--- config.mk ---
export PLATFORM = sky130hd
export DESIGN_NAME = hamming_class_matcher
export DESIGN_NICKNAME = d
export VERILOG_FILES = /design/src/rtl/hm_pkg.sv /design/src/rtl/hm_popcount.sv /design/src/rtl/hm_read_sequencer.sv /design/src/rtl/hm_min_tracker.sv /design/src/rtl/hamming_class_matcher.sv
export SDC_FILE = /design/constraint.sdc
export NUM_CORES = 1
export LEC_CHECK = 0
export BUFFER_PORTS_ARGS = -buffer_cell sky130_fd_sc_hd__buf_2
export CAP_MARGIN = 25
export CORE_MARGIN = 2
export CORE_UTILIZATION = 50
export CTS_CLUSTER_SIZE = 10
export DETAILED_ROUTE_END_ITERATION = 8
export PLACE_DENSITY = 0.78
export SLEW_MARGIN = 20
export SYNTH_ARGS = -nofsm -noshare
export SYNTH_HDL_FRONTEND = slang
export SYNTH_HIERARCHICAL = 1
export SYNTH_SLANG_ARGS = --single-unit
--- constraint.sdc ---
create_clock -name clk -period 7.2 [get_ports clk]
set_input_delay 1.08 -clock clk [delete_from_list [all_inputs] [get_ports clk]]
set_output_delay 1.08 -clock clk [all_outputs]
set_load 0.005 [all_outputs]
--- src/rtl/hm_pkg.sv ---
package hm_pkg;

    typedef enum logic [1:0] {
        SEQ_IDLE   = 2'd0,
        SEQ_RUN    = 2'd1,
        SEQ_FINISH = 2'd2
    } seq_state_e;

    function automatic int unsigned idx_width(input int unsigned n);
        return (n > 1) ? $clog2(n) : 1;
    endfunction

    function automatic int unsigned count_width(input int unsigned bits);
        return $clog2(bits) + 1;
    endfunction

endpackage

--- src/rtl/hm_popcount.sv ---
module hm_popcount #(
    parameter int unsigned W  = 16,
    parameter int unsigned OW = 5
) (
    input  logic [W-1:0]  bits_i,
    output logic [OW-1:0] count_o
);
    always_comb begin
        count_o = '0;
        for (int i = 0; i < W; i++) begin
            count_o = count_o + OW'(bits_i[i]);
        end
    end
endmodule

--- src/rtl/hm_read_sequencer.sv ---
module hm_read_sequencer
    import hm_pkg::*;
#(
    parameter int unsigned NUM_CLASSES = 4,
    parameter int unsigned WORDS       = 4
) (
    input  logic                                clk,
    input  logic                                rst,
    input  logic                                start_i,
    output logic                                accept_o,
    output logic                                rd_o,
    output logic [idx_width(NUM_CLASSES*WORDS)-1:0] addr_o,
    output logic                                beat_valid_o,
    output logic [idx_width(WORDS)-1:0]         beat_word_o,
    output logic [idx_width(NUM_CLASSES)-1:0]   beat_class_o,
    output logic                                beat_last_o,
    output logic                                beat_final_o
);
    localparam int unsigned TOTAL  = NUM_CLASSES * WORDS;
    localparam int unsigned ADDR_W = idx_width(TOTAL);
    localparam int unsigned WIDX_W = idx_width(WORDS);
    localparam int unsigned CLS_W  = idx_width(NUM_CLASSES);
    localparam logic [WIDX_W-1:0] LAST_WORD  = WIDX_W'(WORDS - 1);
    localparam logic [CLS_W-1:0]  LAST_CLASS = CLS_W'(NUM_CLASSES - 1);

    seq_state_e        state_q;
    logic [WIDX_W-1:0] word_q;
    logic [CLS_W-1:0]  class_q;
    logic              at_last_word;
    logic              at_last_class;

    assign at_last_word  = (word_q == LAST_WORD);
    assign at_last_class = (class_q == LAST_CLASS);
    assign accept_o      = start_i && (state_q == SEQ_IDLE);
    assign rd_o          = (state_q == SEQ_RUN);
    assign addr_o        = ADDR_W'(class_q) * ADDR_W'(WORDS) + ADDR_W'(word_q);

    always_ff @(posedge clk) begin
        if (rst) begin
            state_q <= SEQ_IDLE;
            word_q  <= '0;
            class_q <= '0;
        end else begin
            unique case (state_q)
                SEQ_IDLE: begin
                    if (start_i) begin
                        state_q <= SEQ_RUN;
                        word_q  <= '0;
                        class_q <= '0;
                    end
                end
                SEQ_RUN: begin
                    if (at_last_word) begin
                        word_q <= '0;
                        if (at_last_class) state_q <= SEQ_FINISH;
                        else               class_q <= class_q + 1'b1;
                    end else begin
                        word_q <= word_q + 1'b1;
                    end
                end
                SEQ_FINISH: state_q <= SEQ_IDLE;
                default:    state_q <= SEQ_IDLE;
            endcase
        end
    end

    // Tag travelling alongside the one-cycle memory latency
    always_ff @(posedge clk) begin
        if (rst) begin
            beat_valid_o <= 1'b0;
            beat_word_o  <= '0;
            beat_class_o <= '0;
            beat_last_o  <= 1'b0;
            beat_final_o <= 1'b0;
        end else begin
            beat_valid_o <= rd_o;
            beat_word_o  <= word_q;
            beat_class_o <= class_q;
            beat_last_o  <= at_last_word;
            beat_final_o <= at_last_word && at_last_class;
        end
    end


    addr_range_chk: assert property (@(posedge clk) disable iff (rst)
        rd_o |-> (int'(addr_o) < TOTAL));

    addr_step_chk: assert property (@(posedge clk) disable iff (rst)
        (rd_o && $past(rd_o)) |-> (addr_o == $past(addr_o) + 1'b1));

    finish_ignores_start_chk: assert property (@(posedge clk) disable iff (rst)
        (state_q == SEQ_FINISH) |=> (state_q == SEQ_IDLE));

    run_ignores_start_chk: assert property (@(posedge clk) disable iff (rst)
        (rd_o && !(at_last_word && at_last_class)) |=> rd_o);
endmodule

--- src/rtl/hm_min_tracker.sv ---
module hm_min_tracker
    import hm_pkg::*;
#(
    parameter int unsigned NUM_CLASSES = 4,
    parameter int unsigned MAP_BITS    = 64,
    parameter int unsigned WORD_BITS   = 16
) (
    input  logic                                 clk,
    input  logic                                 rst,
    input  logic                                 beat_valid_i,
    input  logic [idx_width(NUM_CLASSES)-1:0]    beat_class_i,
    input  logic                                 beat_last_i,
    input  logic                                 beat_final_i,
    input  logic [WORD_BITS-1:0]                 test_word_i,
    input  logic [WORD_BITS-1:0]                 tmpl_word_i,
    output logic                                 valid_o,
    output logic [idx_width(NUM_CLASSES)-1:0]    best_class_o,
    output logic [count_width(MAP_BITS)-1:0]     best_count_o
);
    localparam int unsigned CLS_W = idx_width(NUM_CLASSES);
    localparam int unsigned CNT_W = count_width(MAP_BITS);
    localparam int unsigned POP_W = count_width(WORD_BITS);

    typedef struct packed {
        logic [CLS_W-1:0] cls;
        logic [CNT_W-1:0] cnt;
    } cand_t;

    logic [POP_W-1:0] word_pop;
    logic [CNT_W-1:0] acc_q;
    logic [CNT_W-1:0] class_sum;
    cand_t            run_q;
    cand_t            winner;
    logic             take_new;

    hm_popcount #(.W(WORD_BITS), .OW(POP_W)) u_pop (
        .bits_i  (test_word_i ^ tmpl_word_i),
        .count_o (word_pop)
    );

    assign class_sum = acc_q + CNT_W'(word_pop);
    // strict less-than keeps the earlier (lower) class on a tie
    assign take_new  = (beat_class_i == '0) || (class_sum < run_q.cnt);

    always_comb begin
        winner = run_q;
        if (take_new) begin
            winner.cls = beat_class_i;
            winner.cnt = class_sum;
        end
    end

    always_ff @(posedge clk) begin
        if (rst) begin
            acc_q        <= '0;
            run_q        <= '0;
            valid_o      <= 1'b0;
            best_class_o <= '0;
            best_count_o <= '0;
        end else begin
            valid_o <= 1'b0;
            if (beat_valid_i) begin
                if (beat_last_i) begin
                    acc_q <= '0;
                    run_q <= winner;
                    if (beat_final_i) begin
                        valid_o      <= 1'b1;
                        best_class_o <= winner.cls;
                        best_count_o <= winner.cnt;
                    end
                end else begin
                    acc_q <= class_sum;
                end
            end
        end
    end


    acc_bound_chk: assert property (@(posedge clk) disable iff (rst)
        int'(acc_q) <= MAP_BITS);

    count_bound_chk: assert property (@(posedge clk) disable iff (rst)
        int'(best_count_o) <= MAP_BITS);

    valid_pulse_chk: assert property (@(posedge clk) disable iff (rst)
        valid_o |=> !valid_o);

    valid_follow_chk: assert property (@(posedge clk) disable iff (rst)
        (beat_valid_i && beat_final_i) |=> valid_o);

    result_hold_chk: assert property (@(posedge clk) disable iff (rst)
        !valid_o |-> ($stable(best_class_o) && $stable(best_count_o)));

    tie_keeps_lower_chk: assert property (@(posedge clk) disable iff (rst)
        (beat_valid_i && beat_last_i && beat_final_i && beat_class_i != '0
         && class_sum == run_q.cnt) |=> (best_class_o == $past(run_q.cls)));
endmodule

--- src/rtl/hamming_class_matcher.sv ---
module hamming_class_matcher
    import hm_pkg::*;
#(
    parameter int unsigned NUM_CLASSES = 4,
    parameter int unsigned MAP_BITS    = 64,
    parameter int unsigned WORD_BITS   = 16,
    localparam int unsigned WORDS  = MAP_BITS / WORD_BITS,
    localparam int unsigned ADDR_W = idx_width(NUM_CLASSES * WORDS),
    localparam int unsigned CLS_W  = idx_width(NUM_CLASSES),
    localparam int unsigned CNT_W  = count_width(MAP_BITS)
) (
    input  logic                 clk,
    input  logic                 rst,
    input  logic                 start_i,
    input  logic [MAP_BITS-1:0]  test_map_i,
    output logic                 tmpl_rd_o,
    output logic [ADDR_W-1:0]    tmpl_addr_o,
    input  logic [WORD_BITS-1:0] tmpl_data_i,
    output logic                 result_valid_o,
    output logic [CLS_W-1:0]     best_class_o,
    output logic [CNT_W-1:0]     best_count_o
);
    localparam int unsigned WIDX_W = idx_width(WORDS);

    logic                 accept;
    logic                 beat_valid;
    logic [WIDX_W-1:0]    beat_word;
    logic [CLS_W-1:0]     beat_class;
    logic                 beat_last;
    logic                 beat_final;
    logic [MAP_BITS-1:0]  test_map_q;
    logic [WORD_BITS-1:0] test_word;

    always_ff @(posedge clk) begin
        if (rst)         test_map_q <= '0;
        else if (accept) test_map_q <= test_map_i;
    end

    assign test_word = test_map_q[beat_word*WORD_BITS +: WORD_BITS];

    hm_read_sequencer #(.NUM_CLASSES(NUM_CLASSES), .WORDS(WORDS)) u_seq (
        .clk          (clk),
        .rst          (rst),
        .start_i      (start_i),
        .accept_o     (accept),
        .rd_o         (tmpl_rd_o),
        .addr_o       (tmpl_addr_o),
        .beat_valid_o (beat_valid),
        .beat_word_o  (beat_word),
        .beat_class_o (beat_class),
        .beat_last_o  (beat_last),
        .beat_final_o (beat_final)
    );

    hm_min_tracker #(
        .NUM_CLASSES (NUM_CLASSES),
        .MAP_BITS    (MAP_BITS),
        .WORD_BITS   (WORD_BITS)
    ) u_track (
        .clk          (clk),
        .rst          (rst),
        .beat_valid_i (beat_valid),
        .beat_class_i (beat_class),
        .beat_last_i  (beat_last),
        .beat_final_i (beat_final),
        .test_word_i  (test_word),
        .tmpl_word_i  (tmpl_data_i),
        .valid_o      (result_valid_o),
        .best_class_o (best_class_o),
        .best_count_o (best_count_o)
    );


    map_frozen_chk: assert property (@(posedge clk) disable iff (rst)
        !accept |=> $stable(test_map_q));
endmodule

==> summary.txt <==
Status
  • Status: completed

Min path
  • WHS Endpoint: u_track/best_class_o[1]
  • Min-delay src: u_track/best_class_o[1]
  • WHS Path Cells: 2
  • Hold Path Class: reg -> reg

Clock tree
  • Root buffer cell: clkbuf_8
  • Hold buffer count at cts: 0
  • Clock transition at path regs: 0.10 ns
  • Clock Sinks: 103
  • Worst skew pair latency: 0.36 ns
  • H-tree lvl count: 3
  • CTS tree: built
  • CTS buffer count: 9
  • CTS Buffer Depth: 2

Routing
  • Vias per cell: 5.38
  • DRT Wirelength: 11400 um
  • Detailed Routing Iterations Pass 1: 4
  • Post-route ant nets: 0
  • Drc violations: 0
  • Detailed Route Iter0 Violations: 187
  • Via Count: 3999
  • Per-cell routed wire length: 15.3 um

Synthesis
  • Mapped Nets: 619
  • Post-synth EDFFs: 0
  • Yosys top cell area share: 40.1%
  • Cell taking the most area after synthesis: dfxtp_1
  • Largest cells by area after synthesis: dfxtp_1 (40%), mux2i_1 (12%), nor2_1 (6.3%)
  • Syn Inst Count: 507
  • Top FF cell, synth: dfxtp_1
  • Mapped cell area: 5150 sq um
  • Synthesized area per cell: 10.2 sq um
  • Seq/Total Area, Yosys: 40.1%
  • Yosys Warn Count: 6
  • Synth Register Bits: 103
  • Post-synth ARST share: 0%
  • Synth cell types: 53

Final layout
  • Footprint of the multi-input gates: 2820 sq um
  • Layout cell share with drive strength beyond 1: 25.3%
  • Area growth syn-to-layout: 16.6%
  • Most frequent cells in the layout: dfxtp_1 (102), buf_2 (97), nor2_1 (87)
  • Final Cell Area: 6000 sq um
  • Register area: 2070 sq um
  • # nets final: 715
  • Final Util: 59.2%
  • Commonest non-fill, non-tap cell in the layout: dfxtp_1
  • Number of diodes: 0
  • Fillcell total: 855

Job
  • Number of max-cap violations: 0

Worst setup path
  • Critical Path RT: 7.49 ns
  • Reg2Reg Depth: 21
  • RR Endpoint: u_track/best_count_o[4]
  • Worst-path fanout max: 4
  • Crit Path Category: reg -> reg
  • Critical path endpoint category: flop
  • Startpoint Class: flop
  • Flop-to-flop setup slack: 0.30 ns
  • Worst EP arrival: 7.19 ns
  • Worst reg2reg path startpoint: u_seq/beat_word_o[0]

Floorplanning
  • Core area: 10100 sq um
  • Width of the die: 105 um
  • Io pins: 98
  • Starting Density: 50.8%
  • Chip height: 105 um
  • Row count: 37
  • Overall die area: 11100 sq um

Power
  • Peak supply drop: 0.000440 V
  • Leak Pwr: 2.67 nW
  • Overall power: 2.49 mW
  • P per Cell Area: 415 nW/um^2

Timing
  • Setup-failing EPs final: 0
  • RSZ-0062 raised after global routing: no
  • Final Critical Period: 6.90 ns
  • Final Hold Fails: 0
  • Slew margin rel.: 63.0%
  • Final Slew Violations: 0
  • Worst-margin pin slew: 0.553 ns
  • Post-Route Setup TNS: 0 ns
  • Setup Skew: 0.0161 ns
  • Fmax: 0.145 GHz
  • Fin crit share: 95.8%

Placed design
  • Placed cell areas: 5740 sq um
  • Post-DP HPWL: 8520 um
  • PortBufs: 97
  • GP Congestion: 0.866

GRT
  • Vias in the first global route: 3956
  • M2 GR Usage: 35.9%
  • GRT overflow: 0
  • Most used routing layer: met2
  • Global-route wire length before repair: 18800 um
  • Global Route Usage Sum: 21.0%
  • GR Util met3: 5.75%
  • Largest net degree at the start of global routing: 103
  • Routing usage on met1: 26.3%
  • Initial antenna violation count: 0
==> state kept, by name, indices dropped and copies added (netlist names), 7 cells and up <==
signal                count
test_map_q               64
u_track/run_q             9
u_track/best_count_o      7
u_track/acc_q             7
==> power by group <==
part	internal, mW	total [mW]	switching (mW)
clock network	0.142	0.347	0.204
logic	0.613	1.52	0.908
registers	0.602	0.622	0.0206
==> cells in the mapped netlist, types with 2 or more instances <==
| library cell | n |
|---|---|
| dfxtp_1 | 103 |
| nor2_1 | 87 |
| mux2i_1 | 64 |
| inv_1 | 33 |
| a21oi_1 | 20 |
| xor2_1 | 19 |
| ha_1 | 18 |
| nand3_1 | 16 |
| o21ai_0 | 16 |
| clkbuf_1 | 13 |
| fa_1 | 11 |
| nor2b_1 | 11 |
| mux4_2 | 10 |
| a311oi_1 | 7 |
| buf_2 | 6 |
| buf_4 | 6 |
| mux4_1 | 6 |
| nand2_1 | 6 |
| nand2b_1 | 5 |
| nand3b_1 | 4 |
| and3_1 | 3 |
| o21a_1 | 3 |
| o21ai_1 | 3 |
| a211oi_1 | 2 |
| a211oi_2 | 2 |
| nand4_1 | 2 |
| nor3_1 | 2 |
| nor3b_1 | 2 |
| o21ai_2 | 2 |
| xnor2_1 | 2 |
==> cell type report <==
class | instances | area share (%)
Sequential cell | 103 | 34.4
Multi-Input combinational cell | 345 | 47.0
Timing Repair Buffer | 111 | 10.6
Tap cell | 136 | 2.84
Clock buffer | 11 | 2.36
Inverter | 33 | 2.09
Clock inverter | 5 | 0.771
==> routing by layer <==
layer	vias up	wire length, um
met5	-	0
li1	1951	-
met3	14	648
met2	121	5800
met4	0	128
met1	1913	4790
==> worst max-delay path, cell delays in order (launching register included) <==
cell      delay (ns)
dfxtp_4         0.39
mux4_1          0.56
xor2_1          0.16
ha_1            0.31
inv_1           0.05
fa_1            0.50
fa_1            0.44
fa_1            0.56
fa_1            0.43
fa_1            0.41
fa_1            0.49
inv_1           0.07
fa_1            0.46
a21o_2          0.22
a21oi_1         0.18
xnor2_1         0.16
ha_1            0.28
a211o_1         0.30
a21oi_2         0.21
o21a_1          0.25
o21ai_0         0.12
a311oi_1        0.26
==> through the flow <==
| step | hold slack, ns | setup WS, ns | instances |
|---|---|---|---|
| floorplan | 0.449 | 0.482 | 507 |
| CTS | 0.475 | 0.0183 | 741 |
| global placement | 0.435 | 0.111 | 725 |
| global route | 0.518 | 0.0370 | 744 |
| detailed placement | 0.449 | -0.0986 | 725 |
| finish | 0.473 | 0.300 | 744 |
==> worst max-delay path by stage <==
stage                    startpoint                 endpoint  slack (ns)  depth (start not counted)
2_1_floorplan        tmpl_data_i[0]         u_track/run_q[7]        0.48                         21
3_3_place_gp         tmpl_data_i[0]         u_track/run_q[7]        0.11                         21
3_5_place_dp         tmpl_data_i[0]         u_track/run_q[8]        -0.1                         21
4_1_cts        u_seq/beat_word_o[0]         u_track/run_q[8]        0.02                         21
5_1_grt        u_seq/beat_word_o[0]  u_track/best_count_o[1]        0.04                         21
6_report       u_seq/beat_word_o[0]  u_track/best_count_o[4]        0.30                         21
==> logic make-up after synthesis <==
| kind of cell | synth area share, % |
|---|---|
| AND/OR/NAND/NOR | 13.0 |
| flip-flops | 40.1 |
| multiplexers | 19.9 |
| AO/OA/AOI/OAI | 9.09 |
| buffers and inverters | 5.42 |
| adder cells (fa/ha/maj) | 8.66 |
| XOR/XNOR | 3.89 |
==> what timing repair did <==
| action | CTS | global route |
|---|---|---|
| setup buffers | 0 | 0 |
| gates resized for setup | 0 | 7 |
| endpoints found under the setup margin | 0 | 18 |
| hold endpoints to repair | 0 | 0 |
Note: power is estimated with default switching activity, not from simulation.
